**src/rtl/sar_conv_pkg.sv**
```systemverilog
package sar_conv_pkg;

  typedef enum logic [2:0] {
    ST_IDLE,
    ST_WAIT,
    ST_SAMPLE,
    ST_SIGN,
    ST_BITS
  } seq_state_t;

  localparam logic [1:0] ADDR_CTRL = 2'd0;
  localparam logic [1:0] ADDR_DLY  = 2'd1;
  localparam logic [1:0] ADDR_RES  = 2'd2;
  localparam logic [1:0] ADDR_STAT = 2'd3;

  localparam int GO_BIT   = 0;
  localparam int DIFF_BIT = 1;
  localparam int SEL_LSB  = 2;

  localparam int STAT_DONE = 0;
  localparam int STAT_BUSY = 1;
  localparam int STAT_OVR  = 2;
  localparam int STAT_REJ  = 3;

endpackage

```
**src/rtl/sar_chan_decode.sv**
```systemverilog
module sar_chan_decode #(
  parameter int NCH    = 10,
  parameter int NPAIR  = 5,
  parameter int CH_W   = 4,
  parameter int PAIR_W = 3
) (
  input  logic            diff,
  input  logic [CH_W-1:0] sel,
  input  logic [1:0]      refn,
  output logic            legal,
  output logic [CH_W-1:0] pos,
  output logic [CH_W-1:0] neg
);

  localparam logic [CH_W-1:0]   CH_MAX   = CH_W'(NCH - 1);
  localparam logic [PAIR_W-1:0] PAIR_MAX = PAIR_W'(NPAIR - 1);

  logic [PAIR_W-1:0] pair;
  logic [CH_W-1:0]   pair_pos;

  assign pair     = sel[PAIR_W-1:0];
  assign pair_pos = CH_W'({pair, 1'b0});

  always_comb begin
    legal = (refn != 2'd3) && (diff ? (pair <= PAIR_MAX) : (sel <= CH_MAX));
    pos   = diff ? pair_pos : sel;
    neg   = diff ? (pair_pos + CH_W'(1)) : '0;
  end

endmodule

```
**src/rtl/sar_seq.sv**
```systemverilog
module sar_seq
  import sar_conv_pkg::*;
#(
  parameter int RES   = 12,
  parameter int DLY_W = 8,
  parameter int CH_W  = 4,
  parameter int BIT_W = 4
) (
  input  logic            clk,
  input  logic            rst,
  input  logic            accept,
  input  logic [DLY_W-1:0] delay,
  input  logic            diff_in,
  input  logic [CH_W-1:0] pos_in,
  input  logic [CH_W-1:0] neg_in,
  input  logic [1:0]      rp_in,
  input  logic [1:0]      rn_in,
  input  logic            comp,
  output logic            busy,
  output logic            fin,
  output logic [RES:0]    res_out,
  output logic            sample,
  output logic [RES-1:0]  dac_code,
  output logic            dac_neg,
  output logic            mux_diff,
  output logic [CH_W-1:0] mux_pos,
  output logic [CH_W-1:0] mux_neg,
  output logic [1:0]      ref_pos,
  output logic [1:0]      ref_neg
);

  seq_state_t       state_q;
  logic [DLY_W-1:0] dly_q;
  logic [BIT_W-1:0] bit_q;
  logic [RES-1:0]   mag_q;
  logic             sign_q;

  logic [RES-1:0] trial;
  logic [RES-1:0] mag_fin;
  logic [RES:0]   mag_ext;

  assign trial   = RES'(1) << bit_q;
  assign mag_fin = comp ? (mag_q | trial) : mag_q;
  assign mag_ext = {1'b0, mag_fin};

  always_comb begin
    busy     = (state_q != ST_IDLE);
    sample   = (state_q == ST_SAMPLE);
    fin      = (state_q == ST_BITS) && (bit_q == '0);
    res_out  = sign_q ? (~mag_ext + (RES+1)'(1)) : mag_ext;
    dac_code = (state_q == ST_BITS) ? (mag_q | trial) : '0;
    dac_neg  = (state_q == ST_BITS) && sign_q;
  end

  always_ff @(posedge clk) begin
    if (rst) begin
      state_q  <= ST_IDLE;
      dly_q    <= '0;
      bit_q    <= '0;
      mag_q    <= '0;
      sign_q   <= 1'b0;
      mux_diff <= 1'b0;
      mux_pos  <= '0;
      mux_neg  <= '0;
      ref_pos  <= '0;
      ref_neg  <= '0;
    end else begin
      unique case (state_q)
        ST_IDLE: begin
          if (accept) begin
            state_q  <= ST_WAIT;
            dly_q    <= delay;
            mux_diff <= diff_in;
            mux_pos  <= pos_in;
            mux_neg  <= neg_in;
            ref_pos  <= rp_in;
            ref_neg  <= rn_in;
          end
        end
        ST_WAIT: begin
          if (dly_q == '0) state_q <= ST_SAMPLE;
          else             dly_q   <= dly_q - DLY_W'(1);
        end
        ST_SAMPLE: begin
          state_q <= ST_SIGN;
          mag_q   <= '0;
        end
        ST_SIGN: begin
          sign_q  <= mux_diff & ~comp;
          bit_q   <= BIT_W'(RES - 1);
          state_q <= ST_BITS;
        end
        ST_BITS: begin
          mag_q <= mag_fin;
          if (bit_q == '0) state_q <= ST_IDLE;
          else             bit_q   <= bit_q - BIT_W'(1);
        end
        default: state_q <= ST_IDLE;
      endcase
    end
  end

endmodule

```
**src/rtl/sar_regs.sv**
```systemverilog
module sar_regs
  import sar_conv_pkg::*;
#(
  parameter int RES   = 12,
  parameter int DLY_W = 8,
  parameter int DW    = 16,
  parameter int CH_W  = 4
) (
  input  logic             clk,
  input  logic             rst,
  input  logic             wr,
  input  logic             rd,
  input  logic [1:0]       addr,
  input  logic [DW-1:0]    wdata,
  output logic [DW-1:0]    rdata,
  input  logic             ext_trig,
  input  logic             busy,
  input  logic             fin,
  input  logic [RES:0]     res_in,
  input  logic             legal,
  output logic             accept,
  output logic             done,
  output logic             nx_diff,
  output logic [CH_W-1:0]  nx_sel,
  output logic [1:0]       nx_refp,
  output logic [1:0]       nx_refn,
  output logic [DLY_W-1:0] delay,
  output logic             irq
);

  localparam int RP_LSB  = SEL_LSB + CH_W;
  localparam int RN_LSB  = RP_LSB + 2;
  localparam int IRQ_BIT = RN_LSB + 2;
  localparam int EXT_BIT = IRQ_BIT + 1;

  logic            diff_q, irqen_q, exten_q;
  logic [CH_W-1:0] sel_q;
  logic [1:0]      rp_q, rn_q;
  logic            ovr_q, rej_q;
  logic [RES:0]    res_q;
  logic            nx_irqen;
  logic            wr_ctrl, soft_go, start_req, done_d;
  logic [DW-1:0]   ctrl_view, stat_view, res_view, rd_mux;

  assign wr_ctrl   = wr && (addr == ADDR_CTRL);
  assign soft_go   = wr_ctrl && wdata[GO_BIT];
  assign start_req = soft_go || (ext_trig && exten_q);
  assign accept    = start_req && !busy && legal;

  always_comb begin
    nx_diff  = wr_ctrl ? wdata[DIFF_BIT]           : diff_q;
    nx_sel   = wr_ctrl ? wdata[SEL_LSB +: CH_W]    : sel_q;
    nx_refp  = wr_ctrl ? wdata[RP_LSB +: 2]        : rp_q;
    nx_refn  = wr_ctrl ? wdata[RN_LSB +: 2]        : rn_q;
    nx_irqen = wr_ctrl ? wdata[IRQ_BIT]            : irqen_q;
  end

  always_comb begin
    done_d = done;
    if (rd && (addr == ADDR_RES)) done_d = 1'b0;
    if (accept)                   done_d = 1'b0;
    if (fin)                      done_d = 1'b1;
  end

  always_comb begin
    ctrl_view                   = '0;
    ctrl_view[DIFF_BIT]         = diff_q;
    ctrl_view[SEL_LSB +: CH_W]  = sel_q;
    ctrl_view[RP_LSB +: 2]      = rp_q;
    ctrl_view[RN_LSB +: 2]      = rn_q;
    ctrl_view[IRQ_BIT]          = irqen_q;
    ctrl_view[EXT_BIT]          = exten_q;
    stat_view                   = '0;
    stat_view[STAT_DONE]        = done;
    stat_view[STAT_BUSY]        = busy;
    stat_view[STAT_OVR]         = ovr_q;
    stat_view[STAT_REJ]         = rej_q;
    res_view = {{(DW-RES-1){res_q[RES]}}, res_q};
    unique case (addr)
      ADDR_CTRL: rd_mux = ctrl_view;
      ADDR_DLY:  rd_mux = DW'(delay);
      ADDR_RES:  rd_mux = res_view;
      default:   rd_mux = stat_view;
    endcase
  end

  always_ff @(posedge clk) begin
    if (rst) begin
      diff_q  <= 1'b0;
      sel_q   <= '0;
      rp_q    <= '0;
      rn_q    <= '0;
      irqen_q <= 1'b0;
      exten_q <= 1'b0;
      delay   <= '0;
      done    <= 1'b0;
      irq     <= 1'b0;
      ovr_q   <= 1'b0;
      rej_q   <= 1'b0;
      res_q   <= '0;
      rdata   <= '0;
    end else begin
      if (wr_ctrl) begin
        diff_q  <= nx_diff;
        sel_q   <= nx_sel;
        rp_q    <= nx_refp;
        rn_q    <= nx_refn;
        irqen_q <= nx_irqen;
        exten_q <= wdata[EXT_BIT];
      end
      if (wr && (addr == ADDR_DLY)) delay <= wdata[DLY_W-1:0];
      done <= done_d;
      irq  <= done_d && nx_irqen;
      if (start_req && busy)
        ovr_q <= 1'b1;
      else if (wr && (addr == ADDR_STAT) && wdata[STAT_OVR])
        ovr_q <= 1'b0;
      if (start_req && !busy && !legal) rej_q <= 1'b1;
      else if (accept)                  rej_q <= 1'b0;
      if (fin) res_q <= res_in;
      if (rd)  rdata <= rd_mux;
    end
  end

endmodule

```
**src/rtl/sar_conv_ctrl.sv**
```systemverilog
module sar_conv_ctrl #(
  parameter int NCH   = 10,
  parameter int NPAIR = 5,
  parameter int RES   = 12,
  parameter int DLY_W = 8,
  parameter int DW    = 16,
  localparam int CH_W   = $clog2(NCH),
  localparam int PAIR_W = $clog2(NPAIR),
  localparam int BIT_W  = $clog2(RES)
) (
  input  logic            clk,
  input  logic            rst,
  input  logic            reg_wr,
  input  logic            reg_rd,
  input  logic [1:0]      reg_addr,
  input  logic [DW-1:0]   reg_wdata,
  output logic [DW-1:0]   reg_rdata,
  input  logic            ext_trig_i,
  input  logic            comp_i,
  output logic            sample_o,
  output logic [RES-1:0]  dac_code_o,
  output logic            dac_neg_o,
  output logic            mux_diff_o,
  output logic [CH_W-1:0] mux_pos_o,
  output logic [CH_W-1:0] mux_neg_o,
  output logic [1:0]      ref_pos_o,
  output logic [1:0]      ref_neg_o,
  output logic            irq_o
);

  logic             seq_busy, seq_fin, accept, done_flag, legal;
  logic [RES:0]     seq_res;
  logic             nx_diff;
  logic [CH_W-1:0]  nx_sel, dec_pos, dec_neg;
  logic [1:0]       nx_refp, nx_refn;
  logic [DLY_W-1:0] delay;

  sar_regs #(.RES(RES), .DLY_W(DLY_W), .DW(DW), .CH_W(CH_W)) u_regs (
    .clk(clk), .rst(rst), .wr(reg_wr), .rd(reg_rd), .addr(reg_addr),
    .wdata(reg_wdata), .rdata(reg_rdata), .ext_trig(ext_trig_i),
    .busy(seq_busy), .fin(seq_fin), .res_in(seq_res), .legal(legal),
    .accept(accept), .done(done_flag), .nx_diff(nx_diff), .nx_sel(nx_sel),
    .nx_refp(nx_refp), .nx_refn(nx_refn), .delay(delay), .irq(irq_o)
  );

  sar_chan_decode #(.NCH(NCH), .NPAIR(NPAIR), .CH_W(CH_W), .PAIR_W(PAIR_W)) u_dec (
    .diff(nx_diff), .sel(nx_sel), .refn(nx_refn),
    .legal(legal), .pos(dec_pos), .neg(dec_neg)
  );

  sar_seq #(.RES(RES), .DLY_W(DLY_W), .CH_W(CH_W), .BIT_W(BIT_W)) u_seq (
    .clk(clk), .rst(rst), .accept(accept), .delay(delay),
    .diff_in(nx_diff), .pos_in(dec_pos), .neg_in(dec_neg),
    .rp_in(nx_refp), .rn_in(nx_refn), .comp(comp_i),
    .busy(seq_busy), .fin(seq_fin), .res_out(seq_res), .sample(sample_o),
    .dac_code(dac_code_o), .dac_neg(dac_neg_o), .mux_diff(mux_diff_o),
    .mux_pos(mux_pos_o), .mux_neg(mux_neg_o),
    .ref_pos(ref_pos_o), .ref_neg(ref_neg_o)
  );

endmodule

```
**config.mk**
```make
export PLATFORM = sky130hd
export DESIGN_NAME = sar_conv_ctrl
export DESIGN_NICKNAME = d
export VERILOG_FILES = /design/src/rtl/sar_conv_pkg.sv /design/src/rtl/sar_chan_decode.sv /design/src/rtl/sar_seq.sv /design/src/rtl/sar_regs.sv /design/src/rtl/sar_conv_ctrl.sv
export SDC_FILE = /design/constraint.sdc
export NUM_CORES = 1
export LEC_CHECK = 0
export ABC_AREA = 1
export BUFFER_PORTS_ARGS = -buffer_cell sky130_fd_sc_hd__buf_4
export CAP_MARGIN = 25
export CORE_ASPECT_RATIO = 0.8
export CORE_MARGIN = 1
export CORE_UTILIZATION = 59
export CTS_BUF_LIST = sky130_fd_sc_hd__clkbuf_4
export DETAILED_ROUTE_END_ITERATION = 12
export GPL_ROUTABILITY_DRIVEN = 1
export GPL_TIMING_DRIVEN = 0
export PLACE_DENSITY = 0.79
export SLEW_MARGIN = 20
export SYNTH_ARGS = -nofsm -noshare
export SYNTH_HDL_FRONTEND = slang
export SYNTH_SLANG_ARGS = --single-unit
```
**constraint.sdc**
```tcl
create_clock -name clk -period 2.21 [get_ports clk]
set_clock_uncertainty 0.1 [all_clocks]
set_input_delay 0.1105 -clock clk [delete_from_list [all_inputs] [get_ports clk]]
set_output_delay 0.1105 -clock clk [all_outputs]
set_load 0.01 [all_outputs]
```
-- Word level (Yosys, flattened, before mapping)
Index checks and enable logic that the tools add are counted.
- logic and storage cells: 108
- memories: 0
- latch bits: 0
- bits in read-only memories: 0
- bits in writable memories: 0
- input port bits: 24
- output and inout port bits: 44
- register bits: 93
- divide/modulo/power cells: 0
- add/subtract/negate cells: 4
- shift-type cells: 1
- multipliers: 0
- eq/ne operators: 13
- mux-type cells: 29
- reduce and logical (&&, ||, !) cells: 32
- magnitude comparators: 2
- bitwise operators: 4
- operators by type and width (operator ; number):
    $pmux W16 S3 ; 1
    $mux W12 ; 2
    $pmux W12 S2 ; 1
    $mux W4 ; 4
    $mux W8 ; 2
    $pmux W8 S2 ; 1
    $logic_and A1 B1 Y1 ; 15
    $pmux W3 S5 ; 1
    $add A13 B1 Y13 const B ; 1
    $mux W13 ; 1
    $not A12 Y13 ; 1
    $or A12 B12 Y12 ; 1
    $shl A1 B4 Y12 const A ; 1
    $mux W1 ; 10
    $ne A2 B2 Y1 const B ; 5
    $reduce_bool A2 Y1 ; 5
    $mux W3 ; 3
    $logic_not A8 Y1 ; 1
    $pmux W4 S2 ; 1
    $sub A8 B1 Y8 const B ; 1
    $eq A3 B2 Y1 const B ; 2
    $reduce_and A3 Y1 ; 2
    $add A4 B1 Y4 const B ; 1
    $eq A2 B2 Y1 const B ; 2
    17 further kinds ; 20

-- Depth between registers and ports, before layout
Gate-level depths: netlist of run 1.
- word-level depth: 10
- depth in mapped cells: 14
- gate-level depth less buffers: 14

-- Cells and area by module
A second synthesis of run 1 with hierarchy kept.
- cell total of the unflattened synthesis: 663
- area total of the unflattened synthesis: 4657.0 um^2
- by module, submodules not included (module ; times used ; area an instance (um^2) ; seq. area each (um^2) ; cells an instance):
    sar_seq ; 1 ; 2477.4 ; 820.8 ; 367
    sar_regs ; 1 ; 2085.8 ; 980.9 ; 274
    sar_chan_decode ; 1 ; 93.8 ; 0.0 ; 22

-- Worst setup path before layout of run 1
Ideal clock, no wire load.
- kind: register -> register
- start point: reg u_seq.bit_q[0]
- end point: reg u_regs.res_q[10]
- path buffers: 0
- required time: 1.981 ns
- library setup time: 0.129 ns
- cell stages (with the launch flop): 14
- arrival time: 1.670 ns
- path slack: 0.311 ns
- period minus slack after synthesis: 1.899 ns
- cell sequence: dfxtp_1 -> inv_1 -> ha_1 -> nand3_1 -> nand2_1 -> nand2_1 -> ha_1 -> nand2_1 -> nor2_1 -> nand3_1 -> nand2_1 -> nand2_1 -> nand2_1 -> a21oi_1
- word-level cells in the longest chain between the ends: 6
- elaborated cells on any way between the ends: 8
- classes of those cells: add/sub (1); shift (1); mux (2); bitwise (2); reduce/logical (2)
- RTL lines (what ; RTL line ; text):
    start, declared ; sar_seq.sv:34 ; logic [BIT_W-1:0] bit_q;
    start signal, assigned ; sar_seq.sv:90 ; bit_q <= BIT_W'(RES - 1);
    start signal, assigned ; sar_seq.sv:96 ; else bit_q <= bit_q - BIT_W'(1);
    $shl A1 B4 Y12 ; sar_seq.sv:42 ; assign trial = RES'(1) << bit_q;
    $or A12 B12 Y12 ; sar_seq.sv:43 ; assign mag_fin = comp ? (mag_q | trial) : mag_q;
    $mux W12 ; sar_seq.sv:43 ;
    $not A12 Y13 ; sar_seq.sv:50 ; res_out = sign_q ? (~mag_ext + (RES+1)'(1)) : mag_ext;
    $add A13 B1 Y13 ; sar_seq.sv:50 ;
    $mux W13 ; sar_seq.sv:50 ;
    end signal, assigned ; sar_regs.sv:120 ; if (fin) res_q <= res_in;
    end, declared ; sar_regs.sv:40 ; logic [RES:0] res_q;
Several ways; a longest one is shown, not always the timed one.
A chain may end at the register's enable or synchronous reset.

-- Final worst setup path of run 1
Same ends and word-level chain as after synthesis.

==> results.sh, run 1 <==
export IMPL_status="finished, violations left"
export IMPL_violations="negative hold slack"
export IMPL_final_common_cell="nand2_1"
export IMPL_rsz0062_at_grt="false"
export IMPL_tns_ps=0
export IMPL_vias=4874
export IMPL_power_density_nw_per_um2=784
export IMPL_cts_max_path_buffers=2
export IMPL_synth_cell_types=39
export IMPL_die_area_um2=8100
export IMPL_synth_top_family_by_area="simple AND/OR/NAND/NOR gates"
export IMPL_grt_pass1_wl_um=20700
export IMPL_final_hold_violation_count=1
export IMPL_cp_startpoint="u_seq.bit_q[0]$_SDFFE_PP0P_"
export IMPL_final_nets=791
export IMPL_ir_drop_mv=0.425
export IMPL_r2r_slack_ps=140
export IMPL_pin_count=68
export IMPL_finalMaxSlewViolations=0
export IMPL_dpl_cell_area_um2=5160
export IMPL_synthXorXnorAreaFrac_pct=1.15
export IMPL_p_int_mw=2.81
export IMPL_hpwl_um=9650
export IMPL_core_area_um2=7460
export IMPL_dieHeight_um=80.7
export IMPL_initial_core_util_pct=61.2
export IMPL_finish_utilization_pct=74.4
export IMPL_grt_usage_pct=33.2
export IMPL_drc_errors=0
export IMPL_grt_pass1_vias=4355
export IMPL_drive_above_1_share_pct=16.6
export IMPL_min_period_ps=2070
export IMPL_seqPwrFrac_pct=42.4
export IMPL_cts_buffers_inserted=9
export IMPL_holdWs_ps=-1.42
export IMPL_io_buffers=61
export IMPL_critPathMaxFanout=5
export IMPL_fmax_ghz=0.484
export IMPL_combPwrFrac_pct=31.5
export IMPL_h_tree_depth=3
export IMPL_yosysWarnings=0
export IMPL_synthSimpleGateAreaFrac_pct=31.4
export IMPL_power_switching_share_pct=35.4
export IMPL_syn_inst=671
export IMPL_synth_edf_count=0
export IMPL_ant_nets=0
export IMPL_crit_required_ps=2420
export IMPL_design_area_um2=5550
export IMPL_worstRegToRegCells=13
export IMPL_cp_arrival_ps=2280
export IMPL_post_route_period_util_pct=93.5
export IMPL_avgSynthCellArea_um2=6.81
export IMPL_total_power_mw=4.35
export IMPL_stdcell_count=869
export IMPL_antenna_found_initial=0
export IMPL_row_count=28
export IMPL_synth_nets=703
export IMPL_tightest_slew_ps=711
export IMPL_drtIter0Drc=386
export IMPL_grt_overflow_total=0
export IMPL_critPathKind="reg -> reg"
export IMPL_syn_area_um2=4570
export IMPL_worstSetupEndpointType="flop"
export IMPL_cp_start_kind="flop"
export IMPL_clockPowerShare_pct=26.1
export IMPL_clk_latency_ps=440
export IMPL_synth_mux_area_share_pct=0.219
export IMPL_diodes=0
export IMPL_cts_sinks=89
export IMPL_hold_class="in -> reg"
export IMPL_cts_tree="done"
export IMPL_dp_cells=837
export IMPL_cts_root_buf="clkbuf_4"
export IMPL_r2r_start="u_seq.bit_q[0]$_SDFFE_PP0P_"
export IMPL_setup_violations=0
export IMPL_synth_async_reset_ratio_pct=0
export IMPL_max_slew_margin_rel_pct=52.6
export IMPL_vias_per_cell=5.61
export IMPL_synth_seq_cells=89
export IMPL_timing_max_cap_violations=0
export IMPL_areaGrowthSynthToFinish_pct=21.6
export IMPL_yosys_area_share_adder_pct=2.19
export IMPL_p_leak_nw=2.52
export IMPL_wl_per_cell_um=15.1
export IMPL_place_gp_congestion=0.910
export IMPL_yosysSeqAreaShare_pct=39.0
export IMPL_switchingPower_mw=1.54
export IMPL_mostFrequentLayoutCells="nand2_1 (171), dfxtp_1 (86), inv_1 (74), buf_4 (67), nor2_1 (63)"
export IMPL_die_w_um=100
export IMPL_crit_end="u_regs.res_q[10]$_SDFFE_PP0P_"
export IMPL_path_clk_slew_ps=140
export IMPL_synth_compound_area_share_pct=15.8
export IMPL_dr_pass1_iters=7
export IMPL_wirelength_um=13200
export IMPL_synth_ff_type="dfxtp_1"
export IMPL_grt_max_degree=16
export IMPL_timing_rr_end="u_regs.res_q[10]$_SDFFE_PP0P_"
## metrics by stage
stage | hold slack, ps | setup WS (ps)
finish | -1.42 | 144
global route | 27.0 | 3.38
CTS | 16.8 | 2.83
detailed placement | 280 | -132
global placement | 260 | -22.6
floorplan | 94.4 | 311
## kinds of logic after synthesis
logic type                 Yosys count
AOI/OAI and AO/OA                  125
buffers and inverters              111
DFF                                 89
muxes                                1
adders and majority gates            8
xor gates and xnor gates             6
and+or+nand+nor                    331
## metal layers
metal	track usage, %	share of wire (%)	up-vias
li1	-	-	2354
met1	45.2	45	2268
met2	53.9	45	227
met3	6.35	8.7	25
met4	8.55	1.2	0
met5	0	0	-
## registers in the layout, indices dropped and copies added (netlist names), 3 cells and up
name / cells
u_regs.rdata: 13
u_seq.dly_q: 8
u_regs.delay: 8
u_seq.bit_q: 4
u_regs.sel_q: 4
u_seq.mag_q: 12
u_seq.mux_pos: 4
u_regs.res_q: 13
u_seq.state_q: 3
u_seq.mux_neg: 4
## worst min-delay path by stage
stage                  start  cells after the start  slack [ps]                           end
6_report              comp_i                      3          -1  u_seq.mag_q[10]$_SDFFE_PP0P_
3_5_place_dp             rst                      2         280  u_regs.sel_q[1]$_SDFFE_PP0N_
5_1_grt               reg_wr                      4          30  u_regs.sel_q[3]$_SDFFE_PP0N_
2_1_floorplan            rst                      1          90  u_regs.sel_q[1]$_SDFFE_PP0N_
3_3_place_gp   reg_wdata[11]                      3         260   u_regs.exten_q$_SDFFE_PP0N_
4_1_cts           ext_trig_i                      5          20     u_regs.rej_q$_SDFFE_PP0P_
## what timing repair did
action	CTS	global route
buffers inserted	0	2
pin swaps	0	1
gates resized for setup	4	23
gates cloned	0	0
setup endpoints to repair	5	43
endpoints found under the hold margin	25	0
hold buffers	14	0
## final cells by class
cell class	instances	area, µm²
multi-input combinational	471	2370
buffer	32	173
tap	105	131
clock inverter	7	118
sequential	89	1790
clock buffer	9	67.6
timing repair buffer	77	613
inverter	79	297
fill	598	1910
## cell usage after synthesis, types with 6 or more instances
| cell | number | area share [%] |
|---|---|---|
| nand2_1 | 174 | 14 |
| dfxtp_1 | 89 | 39 |
| inv_1 | 75 | 6.2 |
| nor2_1 | 66 | 5.4 |
| nand3_1 | 61 | 6.7 |
| a21oi_1 | 59 | 6.5 |
| o21ai_0 | 26 | 2.8 |
| clkbuf_1 | 20 | 1.6 |
| a211oi_1 | 11 | 1.8 |
| a31oi_1 | 8 | 1.1 |
| ha_1 | 8 | 2.2 |
| nand3b_1 | 7 | 1.2 |
| nand4_1 | 6 | 0.82 |
| o211ai_1 | 6 | 0.99 |
| xor2_1 | 6 | 1.2 |
## critical path, cell delays in order (launching register included)
cell,delay (ps)
dfxtp_2,360
buf_4,140
ha_1,230
nand3_2,100
nand2_1,60
nand2_2,110
ha_2,200
nand2_2,80
nor2_4,180
nand3_1,120
nand2_1,70
nand2_1,50
nand2_1,80
a21oi_1,60
## power groups by stage
stage          Sequential, mW  Clock (mW)  Combinational [mW]
4_1_cts                  1.84        1.15                1.33
6_report                 1.85        1.14                1.37
5_1_grt                  1.86        1.22                1.54
2_1_floorplan            1.85           0                1.00
3_5_place_dp             1.87           0                1.30
3_3_place_gp             1.87           0                1.26
No activity file was read; power rests on OpenSTA's default activity.
==> inputs of run 2 (changes only) <==
- ABC_AREA: 1 -> unset
==> results.sh, run 2 <==
export IMPL_hold_depth=3
export IMPL_critPathMaxFanout=5
export IMPL_worstRegToRegCells=8
export IMPL_cts_max_path_buffers=2
export IMPL_path_clk_slew_ps=150
export IMPL_final_common_cell="dfxtp_1"
export IMPL_synth_most_common_cell="dfxtp_1"
export IMPL_hold_end="u_regs.rdata[14]$_SDFFE_PP0P_"
export IMPL_drtIter0Drc=679
export IMPL_violations="negative setup slack"
export IMPL_yosys_area_top_type="dfxtp_1"
export IMPL_wirelength_um=14600
export IMPL_dr_pass1_iters=8
export IMPL_syn_inst=560
export IMPL_final_nets=690
export IMPL_clk_latency_ps=460
export IMPL_r2r_slack_ps=-60
export IMPL_max_slew_margin_rel_pct=47.9
export IMPL_wl_per_cell_um=19.0
export IMPL_hpwl_um=9940
export IMPL_h_tree_depth=3
export IMPL_min_period_ps=2270
export IMPL_post_route_period_util_pct=103
export IMPL_grt_pass1_wl_um=22100
export IMPL_holdWs_ps=33.4
export IMPL_worstSetupEndpointType="flop"
export IMPL_dp_cells=724
export IMPL_drc_errors=0
export IMPL_holdCritStartpoint="reg_rd"
export IMPL_crit_top_cell="ha_2"
export IMPL_top_regs="u_regs.rdata: 13 flops, u_regs.res_q: 13 flops, u_seq.mag_q: 12 flops"
export IMPL_cts_buffers_inserted=9
export IMPL_grt_pass1_vias=4273
export IMPL_die_area_um2=8170
export IMPL_synth_ff_type="dfxtp_1"
export IMPL_setup_violations=4
export IMPL_cp_slowest_cell="or4_1"
export IMPL_die_w_um=101
export IMPL_max_stage_delay_ps=430
export IMPL_dieHeight_um=81.0
export IMPL_synth_seq_cells=89
export IMPL_yosysSeqAreaShare_pct=38.7
export IMPL_final_hold_violation_count=0
export IMPL_cp_arrival_ps=2550
export IMPL_synth_top_area_share_pct=38.7
export IMPL_cts_sinks=89
export IMPL_cp_top_family="simple AND/OR/NAND/NOR gates"
export IMPL_row_count=28
export IMPL_areaGrowthSynthToFinish_pct=26.6
export IMPL_r2r_start="u_seq.bit_q[1]$_SDFFE_PP0P_"
export IMPL_io_buffers=59
export IMPL_synth_cell_types=59
export IMPL_mostFrequentLayoutCells="dfxtp_1 (81), buf_4 (79), nor2_1 (77), a21oi_1 (50), nand2_1 (48)"
export IMPL_power_density_nw_per_um2=494
export IMPL_fillers=558
export IMPL_stdcell_count=768
export IMPL_cp_cell_sequence="inv_4 -> ha_2 -> nor4bb_2 -> nor2_1 -> ha_2 -> nand3_2 -> or4_1 -> a31oi_1"
export IMPL_fmax_ghz=0.441
export IMPL_grt_overflow_total=0
export IMPL_diodes=0
export IMPL_ys_top_cells_by_count="dfxtp_1 (89), nor2_1 (78), a21oi_1 (51)"
export IMPL_grt_usage_pct=35.8
export IMPL_status="finished, violations left"
export IMPL_synth_nets=592
export IMPL_grt_max_degree=16
export IMPL_avgSynthCellArea_um2=8.22
export IMPL_initial_core_util_pct=61.7
export IMPL_crit_required_ps=2490
export IMPL_cts_root_buf="clkbuf_4"
export IMPL_finalMaxSlewViolations=0
export IMPL_synth_async_reset_ratio_pct=0
export IMPL_ant_nets=0
export IMPL_cp_start_kind="flop"
export IMPL_yosysWarnings=0
export IMPL_vias_per_cell=6.38
export IMPL_core_area_um2=7460
export IMPL_hold_class="in -> reg"
export IMPL_ir_drop_mv=0.365
export IMPL_total_power_mw=2.88
export IMPL_rsz0062_at_grt="true"
export IMPL_drive_above_1_share_pct=23.2
export IMPL_timing_max_cap_violations=0
export IMPL_place_gp_congestion=0.913
export IMPL_layout_setup_ws_ps=-60.1
export IMPL_tightest_slew_ps=782
export IMPL_critPathKind="reg -> reg"
export IMPL_syn_area_um2=4610
export IMPL_pin_count=68
export IMPL_p_leak_nw=2.21
export IMPL_synth_area_leaders="dfxtp_1 (39%), mux2i_1 (7.2%), nor2_1 (6.4%)"
export IMPL_timing_rr_end="u_regs.res_q[8]$_SDFFE_PP0P_"
export IMPL_vias=4900
export IMPL_antenna_found_initial=0
export IMPL_cts_tree="done"
export IMPL_synth_edf_count=0
export IMPL_critPathBufInv=1
## run 2: cell count changes in the layout (fill, tap and decap cells not counted), sizes merged, moves of 7 or more
cell / before / now
inv: 79 / 13
nand2: 179 / 49
o21ai: 27 / 16
nand3: 64 / 22
buf: 76 / 88
nor2b: 0 / 10
mux2i: 1 / 33
a21oi: 62 / 52
or4: 0 / 7
nor3: 4 / 21
nor2: 70 / 78
clkbuf: 28 / 37
## run 2: layout make-up
class / instances / area (µm²) / area share [%]
Tap cell: 105 / 131 / 2.25
Buffer: 42 / 215 / 3.69
Sequential cell: 89 / 1800 / 30.9
Clock inverter: 7 / 46.3 / 0.794
Clock buffer: 9 / 67.6 / 1.16
Multi-Input combinational cell: 412 / 2770 / 47.6
Timing Repair Buffer: 92 / 743 / 12.7
Inverter: 12 / 52.6 / 0.901
## run 2: worst max path at each step
stage	startpoint	slack, ps	endpoint	cells after the start
after floorplan	u_seq.bit_q[0]$_SDFFE_PP0P_	40	u_regs.res_q[7]$_SDFFE_PP0P_	7
after global placement	u_seq.bit_q[0]$_SDFFE_PP0P_	-310	u_regs.res_q[9]$_SDFFE_PP0P_	8
after detailed placement	u_seq.bit_q[0]$_SDFFE_PP0P_	-390	u_regs.res_q[9]$_SDFFE_PP0P_	8
after CTS	u_seq.bit_q[1]$_SDFFE_PP0P_	4	u_regs.res_q[8]$_SDFFE_PP0P_	8
after global routing	u_seq.bit_q[1]$_SDFFE_PP0P_	-100	u_regs.res_q[8]$_SDFFE_PP0P_	8
final	u_seq.bit_q[1]$_SDFFE_PP0P_	-60	u_regs.res_q[8]$_SDFFE_PP0P_	8
## run 2: metrics by stage
step,TNS [ps],utilization (%),area (µm²),worst slack [ps]
6_report,-167,78.1,5830,-60.1
5_1_grt,-706,78.1,5830,-101
4_1_cts,0,76.0,5670,3.96
3_5_place_dp,-4500,69.5,5180,-390
3_3_place_gp,-2840,69.5,5180,-313
2_1_floorplan,0,-,4610,37.2
## run 2: power breakdown
part / internal [mW] / switching (mW) / total (mW)
registers: 1.63 / 0.0351 / 1.67
clock network: 0.230 / 0.578 / 0.807
logic: 0.172 / 0.232 / 0.404
total: 2.04 / 0.845 / 2.88
## run 2: timing repair
action / in CTS / in global routing
pin swaps: 5 / 2
buffers inserted: 6 / 9
endpoints found under the setup margin: 39 / 40
hold buffers: 18 / 0
endpoints found under the hold margin: 25 / 0
gates resized for setup: 41 / 27
## run 2: per-layer routing
| metal | vias up | wire length, µm | track usage [%] |
|---|---|---|---|
| met2 | 326 | 6540 | 56.6 |
| li1 | 2222 | - | - |
| met4 | 0 | 283 | 8.41 |
| met3 | 40 | 1590 | 8.95 |
| met5 | - | 0 | 0 |
| met1 | 2312 | 6150 | 49.2 |
## run 2: cell families (layout without fill, tap and decap cells)
group	Yosys count	count (layout)	share of synthesized area, %
and+or+nand+nor	225	225	24.1
xor gates and xnor gates	5	5	0.951
adders and majority gates	8	8	2.17
AOI/OAI and AO/OA	137	137	19.8
DFF	89	89	38.7
buffers and inverters	59	162	5.41
muxes	37	37	8.88
## run 2: worst register-to-register path: stages, from the launching register on
cell and delay, ps:
dfxtp_4 420, inv_4 60, ha_2 220, nor4bb_2 210
nor2_1 190, ha_2 260, nand3_2 120, or4_1 430
a31oi_1 180
